<file path="src/rtl/uart_rx_pkg.sv">
package uart_rx_pkg;

  localparam int unsigned DATA_W   = 8;
  localparam int unsigned MIN_BITS = 5;

  typedef enum logic [2:0] {
    RX_IDLE,
    RX_START,
    RX_DATA,
    RX_PAR,
    RX_STOP,
    RX_HOLD
  } rx_state_e;

  typedef struct packed {
    logic [DATA_W-1:0] data;
    logic              perr;
    logic              ferr;
    logic              brk;
  } rx_char_t;

endpackage

</file>
<file path="src/rtl/uart_rx_sync.sv">
module uart_rx_sync #(
  parameter int unsigned STAGES = 2
) (
  input  logic clk,
  input  logic rst_n,
  input  logic din,
  output logic dout
);

  logic [STAGES-1:0] stage_q;

  always_ff @(posedge clk or negedge rst_n) begin
    if (!rst_n) stage_q <= '1;
    else        stage_q <= {stage_q[STAGES-2:0], din};
  end

  assign dout = stage_q[STAGES-1];

endmodule

</file>
<file path="src/rtl/uart_rx_frame.sv">
module uart_rx_frame
  import uart_rx_pkg::*;
#(
  parameter int unsigned OVS = 16
) (
  input  logic       clk,
  input  logic       rst_n,
  input  logic       tick,
  input  logic       rx,
  input  logic [1:0] word_len,
  input  logic       par_en,
  input  logic       par_even,
  output logic       done,
  output rx_char_t   chr
);

  localparam int unsigned CNT_W = $clog2(OVS);
  localparam int unsigned IDX_W = $clog2(DATA_W);
  localparam logic [CNT_W-1:0] HALF_LAST = CNT_W'(OVS/2 - 1);
  localparam logic [CNT_W-1:0] FULL_LAST = CNT_W'(OVS - 1);

  rx_state_e         state_q, state_n;
  logic [CNT_W-1:0]  cnt_q, cnt_n;
  logic [IDX_W-1:0]  idx_q, idx_n;
  logic [DATA_W-1:0] sh_q, sh_n;
  logic              par_q, par_n;
  logic              zero_q, zero_n;
  logic              perr_q, perr_n;
  logic [IDX_W-1:0]  last_idx;
  logic              sample;

  assign last_idx = IDX_W'(word_len) + IDX_W'(MIN_BITS - 1);
  assign sample   = tick && (cnt_q == FULL_LAST);

  always_comb begin
    state_n  = state_q;
    cnt_n    = cnt_q;
    idx_n    = idx_q;
    sh_n     = sh_q;
    par_n    = par_q;
    zero_n   = zero_q;
    perr_n   = perr_q;
    done     = 1'b0;
    chr.data = sh_q;
    chr.perr = perr_q;
    chr.ferr = !rx;
    chr.brk  = zero_q && !rx;
    if (zero_q && !rx) chr.data = '0;
    if (tick && state_q != RX_IDLE && state_q != RX_HOLD) cnt_n = cnt_q + 1'b1;
    unique case (state_q)
      RX_IDLE: begin
        if (tick && !rx) begin
          state_n = RX_START;
          cnt_n   = '0;
          idx_n   = '0;
          sh_n    = '0;
          par_n   = 1'b0;
          zero_n  = 1'b1;
          perr_n  = 1'b0;
        end
      end
      RX_START: begin
        if (tick && cnt_q == HALF_LAST) begin
          cnt_n   = '0;
          state_n = rx ? RX_IDLE : RX_DATA;
        end
      end
      RX_DATA: begin
        if (sample) begin
          sh_n[idx_q] = rx;
          par_n       = par_q ^ rx;
          zero_n      = zero_q && !rx;
          if (idx_q == last_idx) state_n = par_en ? RX_PAR : RX_STOP;
          else                   idx_n   = idx_q + 1'b1;
        end
      end
      RX_PAR: begin
        if (sample) begin
          perr_n  = par_q ^ rx ^ !par_even;
          zero_n  = zero_q && !rx;
          state_n = RX_STOP;
        end
      end
      RX_STOP: begin
        if (sample) begin
          done    = 1'b1;
          state_n = rx ? RX_IDLE : RX_HOLD;
        end
      end
      RX_HOLD: begin
        if (tick && rx) state_n = RX_IDLE;
      end
      default: state_n = RX_IDLE;
    endcase
  end

  always_ff @(posedge clk or negedge rst_n) begin
    if (!rst_n) begin
      state_q <= RX_IDLE;
      cnt_q   <= '0;
      idx_q   <= '0;
      sh_q    <= '0;
      par_q   <= 1'b0;
      zero_q  <= 1'b0;
      perr_q  <= 1'b0;
    end else begin
      state_q <= state_n;
      cnt_q   <= cnt_n;
      idx_q   <= idx_n;
      sh_q    <= sh_n;
      par_q   <= par_n;
      zero_q  <= zero_n;
      perr_q  <= perr_n;
    end
  end

  // a start bit that is high again at its midpoint is dropped
  a_r2_false_start_idle: assert property (@(posedge clk) disable iff (!rst_n)
    (state_q == RX_START && tick && cnt_q == HALF_LAST && rx) |=> state_q == RX_IDLE);

  // the bit index never passes the selected word length
  a_r3_idx_in_range: assert property (@(posedge clk) disable iff (!rst_n)
    (state_q == RX_DATA) |-> (idx_q <= last_idx));

  // after a low stop sample the receiver holds off until the line is high
  a_r7_hold_after_low_stop: assert property (@(posedge clk) disable iff (!rst_n)
    (state_q == RX_STOP && sample && !rx) |=> state_q == RX_HOLD);

endmodule

</file>
<file path="src/rtl/uart_rx_status.sv">
module uart_rx_status
  import uart_rx_pkg::*;
(
  input  logic              clk,
  input  logic              rst_n,
  input  logic              done,
  input  rx_char_t          chr,
  input  logic              rbr_rd,
  input  logic              lsr_rd,
  output logic [DATA_W-1:0] rbr,
  output logic              dr,
  output logic              oe,
  output logic              pe,
  output logic              fe,
  output logic              bi
);

  logic [DATA_W-1:0] rbr_n;
  logic              dr_n, oe_n, pe_n, fe_n, bi_n;

  always_comb begin
    rbr_n = rbr;
    dr_n  = dr;
    oe_n  = oe;
    pe_n  = pe;
    fe_n  = fe;
    bi_n  = bi;
    if (rbr_rd) dr_n = 1'b0;
    if (lsr_rd) begin
      oe_n = 1'b0;
      pe_n = 1'b0;
      fe_n = 1'b0;
      bi_n = 1'b0;
    end
    if (done) begin
      rbr_n = chr.data;
      dr_n  = 1'b1;
      if (dr && !rbr_rd) oe_n = 1'b1;
      if (chr.perr)      pe_n = 1'b1;
      if (chr.ferr)      fe_n = 1'b1;
      if (chr.brk)       bi_n = 1'b1;
    end
  end

  always_ff @(posedge clk or negedge rst_n) begin
    if (!rst_n) begin
      rbr <= '0;
      dr  <= 1'b0;
      oe  <= 1'b0;
      pe  <= 1'b0;
      fe  <= 1'b0;
      bi  <= 1'b0;
    end else begin
      rbr <= rbr_n;
      dr  <= dr_n;
      oe  <= oe_n;
      pe  <= pe_n;
      fe  <= fe_n;
      bi  <= bi_n;
    end
  end

  // a completed character is waiting in the next cycle
  a_r8_load_sets_ready: assert property (@(posedge clk) disable iff (!rst_n)
    done |=> (dr && rbr == $past(chr.data)));

  // a break always leaves zero in the buffer
  a_r6_break_zero: assert property (@(posedge clk) disable iff (!rst_n)
    (done && chr.brk) |=> (bi && fe && rbr == '0));

  // a buffer read without a new character clears data ready
  a_r9_read_clears: assert property (@(posedge clk) disable iff (!rst_n)
    (rbr_rd && !done) |=> !dr);

  // an unread buffer being overwritten flags an overrun
  a_r10_overrun: assert property (@(posedge clk) disable iff (!rst_n)
    (done && dr && !rbr_rd) |=> oe);

  // a status read without a new character clears every error flag
  a_r11_status_clears: assert property (@(posedge clk) disable iff (!rst_n)
    (lsr_rd && !done) |=> !(oe || pe || fe || bi));

endmodule

</file>
<file path="src/rtl/uart_rx_core.sv">
module uart_rx_core
  import uart_rx_pkg::*;
#(
  parameter int unsigned OVS         = 16,
  parameter int unsigned SYNC_STAGES = 2
) (
  input  logic              clk,
  input  logic              rst_n,
  input  logic              tick16,
  input  logic              rx_serial,
  input  logic [1:0]        word_len,
  input  logic              parity_en,
  input  logic              parity_even,
  input  logic              rbr_rd,
  input  logic              lsr_rd,
  output logic [DATA_W-1:0] rbr_data,
  output logic              data_ready,
  output logic              rx_rdy_n,
  output logic              overrun_err,
  output logic              parity_err,
  output logic              framing_err,
  output logic              break_int
);

  logic     rx_s;
  logic     frame_done;
  rx_char_t frame_chr;

  uart_rx_sync #(.STAGES(SYNC_STAGES)) u_sync (
    .clk  (clk),
    .rst_n(rst_n),
    .din  (rx_serial),
    .dout (rx_s)
  );

  uart_rx_frame #(.OVS(OVS)) u_frame (
    .clk     (clk),
    .rst_n   (rst_n),
    .tick    (tick16),
    .rx      (rx_s),
    .word_len(word_len),
    .par_en  (parity_en),
    .par_even(parity_even),
    .done    (frame_done),
    .chr     (frame_chr)
  );

  uart_rx_status u_status (
    .clk   (clk),
    .rst_n (rst_n),
    .done  (frame_done),
    .chr   (frame_chr),
    .rbr_rd(rbr_rd),
    .lsr_rd(lsr_rd),
    .rbr   (rbr_data),
    .dr    (data_ready),
    .oe    (overrun_err),
    .pe    (parity_err),
    .fe    (framing_err),
    .bi    (break_int)
  );

  assign rx_rdy_n = !data_ready;

endmodule

</file>
<file path="config.mk">
export PLATFORM = sky130hd
export DESIGN_NAME = uart_rx_core
export DESIGN_NICKNAME = d
export VERILOG_FILES = /design/src/rtl/uart_rx_pkg.sv /design/src/rtl/uart_rx_sync.sv /design/src/rtl/uart_rx_frame.sv /design/src/rtl/uart_rx_status.sv /design/src/rtl/uart_rx_core.sv
export SDC_FILE = /design/constraint.sdc
export NUM_CORES = 1
export LEC_CHECK = 0
export CAP_MARGIN = 5
export CORE_ASPECT_RATIO = 0.5
export CORE_MARGIN = 1.5
export CORE_UTILIZATION = 30
export DETAILED_ROUTE_END_ITERATION = 16
export SYNTH_ARGS = -nofsm -noshare
export SYNTH_HDL_FRONTEND = slang
export SYNTH_HIERARCHICAL = 1
export SYNTH_SLANG_ARGS = --single-unit
export TNS_END_PERCENT = 5
</file>
<file path="constraint.sdc">
create_clock -name clk -period 2.3 [get_ports clk]
set_input_delay 0.23 -clock clk [delete_from_list [all_inputs] [get_ports clk]]
set_output_delay 0.23 -clock clk [all_outputs]
set_load 0.005 [all_outputs]
</file>
## Word level (Yosys, flattened, before mapping)

Index checks and enable logic that the tools add are counted.
Widths: inputs -> output; s select.

- Register bits: 36
- Input port bits: 10

- Add/subtract/negate cells: 3
- $lt $le $gt $ge: 2
- Eq/ne operators: 18
- Mux-type cells: 50
- Bitwise operators: 2
- Reductions and logical operators: 25

Operators with widths:

| kind | number |
|---|---|
| $mux 3 | 12 |
| $mux 8 | 3 |
| $mux 1 | 22 |
| $pmux 3 s6 | 1 |
| $ne 2x1->1 const B | 8 |
| $pmux 8 s2 | 1 |
| $mux 4 | 3 |
| $logic_and 1x1->1 | 9 |
| $reduce_and 3->1 | 3 |
| $bwmux 8 | 1 |
| $pmux 4 s2 | 1 |
| $reduce_bool 2->1 | 4 |
| $reduce_and 7->1 | 1 |
| $eq 3x2->1 const B | 2 |
| $eq 3x3->1 const B | 2 |
| $pmux 1 s2 | 3 |
| $pmux 3 s2 | 1 |
| $add 4x1->4 const B | 1 |
| $eq 4x3->1 const B | 1 |
| $eq 4x4->1 const B | 1 |
| $logic_not 1->1 | 4 |
| $lt 3x4->1 const B | 1 |
| $reduce_and 4->1 | 1 |
| $add 2x3->3 const B | 1 |
| other kinds (12) | 13 |

## Logic depth before layout (Yosys ltp)

Gate-level depths: netlist (run 1).

- Depth in word-level cells: 7
- Depth in mapped cells: 6
- Mapped depth without buffers: 5

## By module

The synthesis (run 1) kept the hierarchy.

By module, submodules not included:

| module | instances | cells an instance | area each (sq um) | sequential area each (sq um) |
|---|---|---|---|---|
| uart_rx_frame | 1 | 171 | 1491.4 | 525.5 |
| uart_rx_status | 1 | 29 | 501.7 | 325.3 |
| uart_rx_sync | 1 | 2 | 52.6 | 52.6 |
| uart_rx_core | 1 | 1 | 3.8 | 0.0 |

## Worst setup path after synthesis (run 1)

Ideal clock, no wire load.

- Path kind: register -> register
- Start: register u_frame.cnt_q[0]
- End: register u_status.rbr[0]
- Setup time: 125 ps
- Arrival: 1714 ps
- Required time: 2175 ps
- Slack: 461 ps
- Stages on the path, launching flop included: 6
- Buffers on the path: 1
- Clock period less this slack: 1839 ps
- Cells stage by stage: dfrtp_1 > ha_1 > nand4_2 > nor3_1 > buf_6 > mux2_4

- Longest elaborated chain between the ends: 4

Ends and longest elaborated chain:

| element | RTL line | RTL |
|---|---|---|
| from (decl) | uart_rx_frame.sv:23 | `logic [CNT_W-1:0] cnt_q, cnt_n;` |
| from (signal assigned) | uart_rx_frame.sv:108 | `cnt_q <= cnt_n;` |
| $eq 4x4->1 | uart_rx_frame.sv:33 | `assign sample = tick && (cnt_q == FULL_LAST);` |
| $logic_and 1x1->1 | uart_rx_frame.sv:33 |  |
| $mux 1 | uart_rx_frame.sv:85 | `if (sample) begin` |
| $mux 1 | uart_rx_frame.sv:50 | `unique case (state_q)` |
| net frame_done | uart_rx_core.sv:26 | `logic frame_done;` |
| to (signal assigned) | uart_rx_status.sv:54 | `rbr <= rbr_n;` |
| to (decl) | uart_rx_status.sv:10 | `output logic [DATA_W-1:0] rbr,` |

The timed path passes the listed nets, and every way through them passes these cells.
A chain may end at the register's enable or synchronous reset.

## Final worst setup path (run 1)

- Start: register u_frame.state_q[2]
- End: register u_frame.sh_q[7]

- Longest elaborated chain between the ends: 3
- Elaborated cells on any way between the ends: 7
- Classes of those cells: 3 x eq/ne; 1 x mux; 3 x reduce/logical

Ends and longest elaborated chain:

| element | RTL line | RTL |
|---|---|---|
| from (decl) | uart_rx_frame.sv:22 | `rx_state_e state_q, state_n;` |
| from (signal assigned) | uart_rx_frame.sv:107 | `state_q <= state_n;` |
| $eq 3x2->1 or $logic_not 3->1 (tied branches) | uart_rx_frame.sv:50 |  |
| $ne 2x1->1 (no source line) or $reduce_bool 2->1 (tied branches) | -- |  |
| $reduce_and 3->1 (no source line) | -- |  |
| to (signal assigned) | uart_rx_frame.sv:110 | `sh_q <= sh_n;` |
| to (decl) | uart_rx_frame.sv:25 | `logic [DATA_W-1:0] sh_q, sh_n;` |

Several ways; a longest one is shown, not always the timed one.

==> results.yml, run 1 <==
status:
  status: "finished, final reports clean"
timing:
  tightest_slew_ps: 825
  setup_viol: 0
  skew_ps: 4.67
  setup_ws_ps: 471
  rsz0062_at_grt: "no"
  whs_ps: 48.1
  fin_crit_sh_pct: 79.5
  fin_crit_ps: 1830
  slew_headroom_pct: 45.0
  setup_tns_ps: 0
  hold_viol: 0
  timing.fmax_mhz: 547
  drv_slew: 0
clock_tree:
  cts_max_level: 2
  tritoncts: "built"
  cts-root-buf: "clkbuf_16"
  cts_buffers: 5
  postCtsSetupBuffers: 0
  postCtsHoldBufs: 0
  clock-sinks: 36
  path_clk_slew_ps: 60
  cts_resized: 0
  cts_buffer_depth: 2
  clk_latency_ps: 280
routing:
  top_layer: "met4"
  wirelength_mm: 4.38
  drtAntennaViolNets: 0
  via_per_inst: 4.96
  post_drt_wl_per_cell_um: 13.7
  drt_iter0_drc: 97
  drc: 0
  dr.pass1.iters: 4
  wl_met2_mm: 1.94
  num_vias: 1588
  met1_length_mm: 2.21
  dr_wl_met3_um: 172
setup_path:
  reg2reg_to: "u_frame/sh_q[7]"
  cp.required_ps: 2510
  path_class: "flop to flop"
  critPathCaptureType: "flop"
  crit_path_max_fanout: 16
  arrival_ps: 2040
  cp-start-kind: "flop"
  crit_end: "u_frame/sh_q[7]"
  reg2reg_from: "u_frame/state_q[2]"
  startpoint: "u_frame/state_q[2]"
  rr_worst_depth: 4
  reg2reg_setup_slack_ps: 470
global_routing:
  grt_max_degree: 37
  grt.total_usage_pct: 13.1
  grt-ovfl-total: 0
  antenna_found_initial: 0
  grt_pass1_vias: 1608
  grt_pass1_wl_mm: 7.53
power_and_ir_drop:
  clock_power_share_pct: 28.5
  seqPwrFrac_pct: 37.4
  vdd_drop_max_mv: 0.299
  internal_power_mw: 1.54
  combPwrFrac_pct: 34.1
  p_switching_mw: 0.881
  p_leak_nw: 1.04
  switching_share_pct: 36.4
  p_total_mw: 2.42
  p_per_area_nw_per_um2: 965
floorplanning:
  start_util_pct: 30.8
  top_level_ports: 24
  chipWidth_um: 120
  die_y_um: 61.4
  dieArea_um2: 7370
  num_rows: 21
  core_area_um2: 6650
synthesis:
  synthMostInstantiatedCell: "dfrtp_1"
  synth_area_um2: 2050
  synth-async-reset-ratio_pct: 100
  synth.area.top_cells: "dfrtp_1, mux2_4, a21oi_1"
  synth-edff-count: 0
  ys_ff_latch: 36
  syn_avg_cell_area_um2: 10.1
  syn_nets: 215
  synthSimpleGateAreaFrac_pct: 15.5
  synthDistinctLibCells: 55
  synthAdderAreaFrac_pct: 1.22
  ys_warn_count: 6
  yosysSeqAreaShare_pct: 44.1
  syn_inst: 203
  synth_top_area_share_pct: 41.5
  synth_common_cells: "dfrtp_1, nor2_1, a21oi_1, o21ai_1, inv_1"
  synth_flop_cell: "dfrtp_1"
  synth_top_family_by_area: "compound AO/OA/AOI/OAI gates"
  synth_xor_area_share_pct: 3.42
  synthMuxAreaShare_pct: 7.26
  synth_top_area_cell: "dfrtp_1"
  synth_compound_area_share_pct: 21.4
placed_design:
  port_buffers: 23
  post-place-cells: 312
  hpwl_mm: 3.00
  pre_cts_ws_ps: 423
  gp_congestion: 0.816
layout:
  stdcell_count: 320
  layout.nets: 239
  antenna_cells: 0
  drive_above_1_share_pct: 18.0
  nFillCells: 671
  area_delta_synth_final_pct: 22.2
job:
  maxCapViolCount: 0
hold_path:
  hold_class: "input pin to async pin"
placed cells by master, fill, tap and decap left out, types with 5 or more instances in the layout:
cell             instances
a21oi_1                 14
o21ai_1                 14
clkbuf_16                5
mux2_4                   5
dfrtp_1                 34
a31oi_1                  5
nor2_1                  17
clkdlybuf4s50_1         22
buf_4                    6
nand2_1                  7
inv_1                   13
state kept, by name (all words and copies together), names as in the netlist:
register         cells
u_frame/cnt_q        4
u_frame/idx_q        3
u_frame/zero_q       1
u_status/fe          1
u_frame/par_q        1
u_status/oe          1
u_status/rbr         8
u_frame/perr_q       1
u_frame/sh_q         8
u_status/pe          1
u_status/bi          1
u_frame/state_q      3
u_status/dr          1
u_sync/stage_q       2
stage by stage:
step	util, %	cell area (µm²)
2_1_floorplan	-	2050
3_3_place_gp	35.4	2350
3_5_place_dp	35.4	2350
4_1_cts	37.7	2500
5_1_grt	37.7	2500
6_report	37.7	2500
critical path, cell delays in order (launching register included):
cell and delay [ps]:
dfrtp_1 570, or3b_4 560, nor4_2 380, a31oi_1 140, o21ai_1 90
per-layer routing:
metal | up-vias | track usage [%]
met5 | - | 0
met1 | 763 | 16.7
li1 | 783 | -
met4 | 0 | 5.61
met3 | 7 | 3.06
met2 | 35 | 22.0
power groups by stage:
| stage | clock (mW) | combinational, mW | sequential (mW) |
|---|---|---|---|
| 2_1_floorplan | 0 | 0.710 | 0.853 |
| 3_3_place_gp | 0 | 0.815 | 0.905 |
| 3_5_place_dp | 0 | 0.825 | 0.915 |
| 4_1_cts | 0.700 | 0.830 | 0.905 |
| 5_1_grt | 0.724 | 0.927 | 0.925 |
| 6_report | 0.688 | 0.825 | 0.905 |
layout make-up:
type	count	area [µm²]	share of cell area, %
Multi-Input combinational cell	139	1010	40.2
Sequential cell	36	903	36.1
Timing Repair Buffer	29	270	10.8
Clock buffer	7	143	5.69
Tap cell	92	115	4.60
Inverter	16	60.1	2.40
Clock inverter	1	7.51	0.300
worst min-delay path by stage:
stage	slack, ps	to	cells after the start
finish	50	u_frame/idx_q[1]	1
global route	120	u_frame/sh_q[7]	1
CTS	70	u_frame/sh_q[7]	1
detailed placement	350	u_sync/stage_q[1]	0
global placement	350	u_sync/stage_q[1]	0
floorplan	-70	u_frame/cnt_q[0]	0
kinds of logic (layout without fill, tap and decap cells):
kind of cell | after synthesis | after routing
and+or+nand+nor | 54 | 54
AOI/OAI and AO/OA | 63 | 63
buffers and inverters | 28 | 53
muxes | 12 | 12
xor gates and xnor gates | 8 | 8
DFF | 36 | 36
adders and majority gates | 2 | 2
No activity file was read; power rests on OpenSTA's default activity.
==> run 2, diff against run 1 <==
==> constraint.sdc (replaced) <==
create_clock -name clk -period 1.6 [get_ports clk]
set_input_delay 0.16 -clock clk [delete_from_list [all_inputs] [get_ports clk]]
set_output_delay 0.16 -clock clk [all_outputs]
set_load 0.005 [all_outputs]
==> run 2 against run 1 <==
  * First-iteration DRC count decreased by 37%
  * Largest cell class unchanged
  * Sequential share of layout area decreased by 3.6 points
  * Final area grew 11%
  * Non-clock buffer count increased by 21
  * Final cell count is 6.6% higher
  * Highest routed layer unchanged
  * Clock power increased by 38%
  * Flip-flop and latch count did not move
  * Power increased by 55%
  * Combinational power grew 83%
  * Worst setup slack got worse by 440 ps
  * Critical endpoint unchanged
==> results.yml, run 2 (synthesis gave the netlist of run 1 again) <==
layout:
  drive_above_1_share_pct: 27.3
  nFillCells: 630
  fin_area_um2: 2790
  layout.nets: 260
  mostFrequentLayoutCells: "dfrtp_1, clkdlybuf4s50_1, buf_4, nor2_1"
  post-route-util_pct: 41.9
  area_delta_synth_final_pct: 36.0
  reg.largest.list: "u_frame/sh_q: 8 flops, u_status/rbr: 8 flops, u_frame/cnt_q: 4 flops"
  final_common_cell: "dfrtp_1"
  antenna_cells: 0
timing:
  drv_slew: 0
  rsz0062_at_grt: "yes"
  fin_crit_sh_pct: 97.9
  setup_viol: 0
  fin_crit_ps: 1570
  timing.fmax_mhz: 639
  whs_ps: 279
  tightest_slew_ps: 474
  slew_headroom_pct: 68.4
  skew_ps: 5.82
  hold_viol: 0
job:
  maxCapViolCount: 0
routing:
  wirelength_mm: 4.67
  dr_wl_met3_um: 198
  met1_length_mm: 2.34
  post_drt_wl_per_cell_um: 13.7
  drt_iter0_drc: 61
  via_per_inst: 4.86
  drtAntennaViolNets: 0
  wl_met2_mm: 2.07
  top_layer: "met4"
  num_vias: 1658
  drc: 0
  dr.pass1.iters: 4
setup_path:
  critPathCaptureType: "flop"
  path_class: "flop to flop"
  cp_num_buf_inv: 2
  slowest_delay_ps: 450
  cp_top_family: "simple AND/OR/NAND/NOR gates"
  cp_common_cell: "buf_4"
  cp.required_ps: 1810
  arrival_ps: 1780
  cp_cell_sequence: "or3b_4 -> buf_4 -> nor4_2 -> buf_4 -> a31oi_1 -> o21ai_1"
  crit_path_max_fanout: 5
  cpMaxStageDelayCell: "or3b_4"
  cp-start-kind: "flop"
clock_tree:
  cts_buffer_depth: 2
  path_clk_slew_ps: 60
  cts-root-buf: "clkbuf_16"
  cts_buffers: 5
  cts_max_level: 2
  clock-sinks: 36
  clk_latency_ps: 280
  tritoncts: "built"
power_and_ir_drop:
  vdd_drop_max_mv: 0.472
  p_per_area_nw_per_um2: 1340
  p_leak_nw: 1.16
global_routing:
  grt_max_degree: 37
  grt_pass1_vias: 1670
  grt.total_usage_pct: 13.9
  antenna_found_initial: 0
  grt-ovfl-total: 0
  grt_pass1_wl_mm: 7.94
floorplanning:
  start_util_pct: 30.8
  core_area_um2: 6650
  dieArea_um2: 7370
  top_level_ports: 24
  num_rows: 21
  die_y_um: 61.4
  chipWidth_um: 120
placed_design:
  placedInstanceArea_um2: 2540
  port_buffers: 23
  hpwl_mm: 3.26
  gp_congestion: 0.883
status:
  status: "finished, final reports clean"
hold_path:
  hold_class: "input pin to flop"
## run 2: cell count changes in the layout (fill, tap and decap cells not counted), sizes merged
| cell | delta |
|---|---|
| clkinv | +1 |
| dlygate4sd3 | +1 |
| clkbuf | +1 |
| buf | +19 |
| clkinvlp | -1 |
## run 2: final timing paths
kind	startpoint	to	slack (ps)	depth (start not counted)
setup / recovery	u_frame/state_q[2]	u_frame/sh_q[7]	30	6
hold / removal	rx_serial	u_sync/stage_q[0]	280	1
hold reg to reg	u_sync/stage_q[0]	u_sync/stage_q[1]	360	0
max in group asynchronous	rst_n	u_sync/stage_q[1]	780	3
setup reg to reg	u_frame/state_q[2]	u_frame/sh_q[7]	30	6
min in group asynchronous	rst_n	u_frame/idx_q[2]	460	3
## run 2: cell type report
cell class	count	area, µm²	share of cell area, %
multi-input cells	139	1090	39.2
clock inverters	1	8.76	0.314
flip-flops and latches	36	906	32.5
inverters	16	60.1	2.15
repair buffers	50	472	16.9
clock buffers	7	133	4.76
well taps	92	115	4.13
## run 2: layer usage
| metal | vias up | GRT usage (%) |
|---|---|---|
| met5 | - | 0 |
| met4 | 0 | 4.08 |
| met3 | 8 | 3.89 |
| met2 | 36 | 23.3 |
| met1 | 795 | 18.0 |
| li1 | 819 | - |
## run 2: worst reg2reg max path, cell delays in order (launching register included)
cell and delay, ps:
dfrtp_2 420, or3b_4 450, buf_4 150, nor4_2 130, buf_4 170, a31oi_1 80
o21ai_1 90
## run 2: per-stage QoR
step,std cells,setup slack (ps),total power [mW],TNS (ps)
CTS,337,-23.0,3.67,-58.1
finish,341,34.3,3.74,0
detailed placement,328,-197,2.68,-3650
global route,341,-51.6,3.99,-319
floorplan,203,6.13,2.29,0
global placement,328,-152,2.65,-3000
## run 2: where the power goes
group,total [mW],internal (mW),switching (mW)
Clock,0.951,0.581,0.371
Sequential,1.28,1.11,0.171
Combinational,1.51,0.679,0.826
## run 2: what timing repair did
action	in CTS	in global routing
endpoints found under the setup margin	11	26
hold endpoints to repair	34	0
hold buffers	1	0
setup buffers	0	4
gates resized for setup	3	11
pin swaps	1	8
==> run 3, diff against run 2 <==
--- a/config.mk
+++ b/config.mk
@@ -10,6 +10,7 @@
 export CORE_MARGIN = 1.5
 export CORE_UTILIZATION = 30
 export DETAILED_ROUTE_END_ITERATION = 16
+export SETUP_SLACK_MARGIN = 0.5
 export SYNTH_ARGS = -nofsm -noshare
 export SYNTH_HDL_FRONTEND = slang
 export SYNTH_HIERARCHICAL = 1
==> run 3 against run 2 <==
  * Non-clock buffer count is 2 higher
  * Critical path depth is 1 lower
  * Die area stayed put
  * Combinational power is 6% higher
  * Largest cell class unchanged
==> results.yml, run 3 (synthesis gave the netlist of run 1 again) <==
status:
  status: "finished, final reports clean"
power_and_ir_drop:
  p_switching_mw: 1.40
  clock_power_share_pct: 24.6
  p_per_area_nw_per_um2: 1340
  internal_power_mw: 2.43
  vdd_drop_max_mv: 0.545
  p_leak_nw: 1.43
  switching_share_pct: 36.6
  seqPwrFrac_pct: 33.5
  combPwrFrac_pct: 41.8
layout:
  reg.largest.list: "u_frame/sh_q: 8 flops, u_status/rbr: 8 flops, u_frame/cnt_q: 4 flops"
  stdcell_count: 343
  drive_above_1_share_pct: 28.7
  nFillCells: 618
  area_delta_synth_final_pct: 39.6
  layout.nets: 262
  antenna_cells: 0
  mostFrequentLayoutCells: "dfrtp_1, buf_4, nor2_1, dlymetal6s2s_1"
  final_common_cell: "dfrtp_1"
routing:
  num_vias: 1686
  drc: 0
  wirelength_mm: 4.74
  drt_iter0_drc: 52
  post_drt_wl_per_cell_um: 13.8
  via_per_inst: 4.92
  drtAntennaViolNets: 0
  dr.pass1.iters: 4
timing:
  fin_crit_sh_pct: 98.2
  rsz0062_at_grt: "yes"
  drv_slew: 0
  slew_headroom_pct: 69.2
  tightest_slew_ps: 462
  setup_ws_ps: 29.4
  timing.fmax_mhz: 637
  fin_crit_ps: 1570
  hold_viol: 0
  setup_tns_ps: 0
  setup_viol: 0
  skew_ps: 4.24
floorplanning:
  chipWidth_um: 120
  die_y_um: 61.4
  start_util_pct: 30.8
  num_rows: 21
  core_area_um2: 6650
  dieArea_um2: 7370
  top_level_ports: 24
setup_path:
  cp_cell_sequence: "ha_4 -> nand4_4 -> nor3_4 -> buf_12 -> mux2_2"
  crit_path_max_fanout: 9
  cp_num_buf_inv: 1
  reg2reg_from: "u_frame/cnt_q[1]"
  reg2reg_setup_slack_ps: 30
  slowest_delay_ps: 390
  cp-start-kind: "flop"
  critPathCaptureType: "flop"
  cp_top_family: "flip-flops"
  cpMaxStageDelayCell: "dfrtp_1"
  cp.required_ps: 1760
  rr_worst_depth: 5
  arrival_ps: 1740
  path_class: "flop to flop"
  reg2reg_to: "u_status/rbr[5]"
global_routing:
  grt_pass1_vias: 1671
  grt-ovfl-total: 0
  globalRouteMet3Util_pct: 3.80
  gr-usage-met2_pct: 22.2
  antenna_found_initial: 0
  grt_max_degree: 37
  gr-usage-met1_pct: 17.8
  top_usage_layer: "met2"
  grt.total_usage_pct: 13.6
  grt_pass1_wl_mm: 7.73
clock_tree:
  cts_buffer_depth: 2
  cts_buffers: 5
  cts-root-buf: "clkbuf_16"
  clock-sinks: 36
  tritoncts: "built"
  cts_max_level: 2
  clk_latency_ps: 280
  path_clk_slew_ps: 60
placed_design:
  port_buffers: 23
  gp_congestion: 0.814
  pre_cts_ws_ps: -177
  hpwl_mm: 3.25
  post-place-cells: 331
hold_path:
  min_path_cells: 1
  hold_class: "input pin to flop"
  min_from: "rx_serial"
  min_to: "u_sync/stage_q[0]"
job:
  maxCapViolCount: 0
[run 3: cell type report]
cell class | instances | area, µm² | area share (%)
Tap cell | 92 | 115 | 4.02
Multi-Input combinational cell | 139 | 1110 | 38.7
Timing Repair Buffer | 52 | 532 | 18.6
Clock buffer | 7 | 133 | 4.63
Clock inverter | 1 | 8.76 | 0.306
Inverter | 16 | 60.1 | 2.10
Sequential cell | 36 | 905 | 31.6
[run 3: what timing repair did]
item                       4_1_cts  5_1_grt
hold buffers                     1        0
hold endpoints to repair        34        0
setup endpoints to repair       48       48
setup buffers                    2        1
pin swaps                        0       14
gates resized for setup          0       31
[run 3: worst max-delay path by stage]
| stage | from | to | slack, ps | cells after the start |
|---|---|---|---|---|
| global route | u_frame/cnt_q[0] | u_frame/idx_q[2] | -40 | 7 |
| floorplan | u_frame/cnt_q[0] | u_status/rbr[0] | 50 | 5 |
| global placement | tick16 | u_frame/state_q[2] | -160 | 6 |
| detailed placement | tick16 | u_frame/state_q[2] | -180 | 6 |
| CTS | u_frame/cnt_q[1] | u_status/rbr[5] | 30 | 5 |
| finish | u_frame/cnt_q[1] | u_status/rbr[5] | 30 | 5 |
[run 3: metrics by stage]
stage / utilization (%) / instance area [µm²] / hold WS [ps] / total power, mW
final: 43.0 / 2860 / 283 / 3.84
after global routing: 43.0 / 2860 / 292 / 4.10
after CTS: 41.1 / 2730 / 281 / 3.68
after detailed placement: 38.5 / 2560 / 244 / 2.69
after global placement: 38.5 / 2560 / 234 / 2.66
after floorplan: - / 2090 / -136 / 2.30
[run 3: power groups by stage]
stage / clock network [mW] / registers (mW) / logic, mW
detailed placement: 0 / 1.30 / 1.39
global placement: 0 / 1.29 / 1.38
finish: 0.944 / 1.29 / 1.60
CTS: 0.962 / 1.28 / 1.44
floorplan: 0 / 1.24 / 1.06
global route: 1.02 / 1.31 / 1.77
[run 3: metal layers]
metal	wire length, µm	part of all wire [%]
met1	2230	47
met5	0	0
met4	71	1.5
met2	2260	48
met3	175	3.7
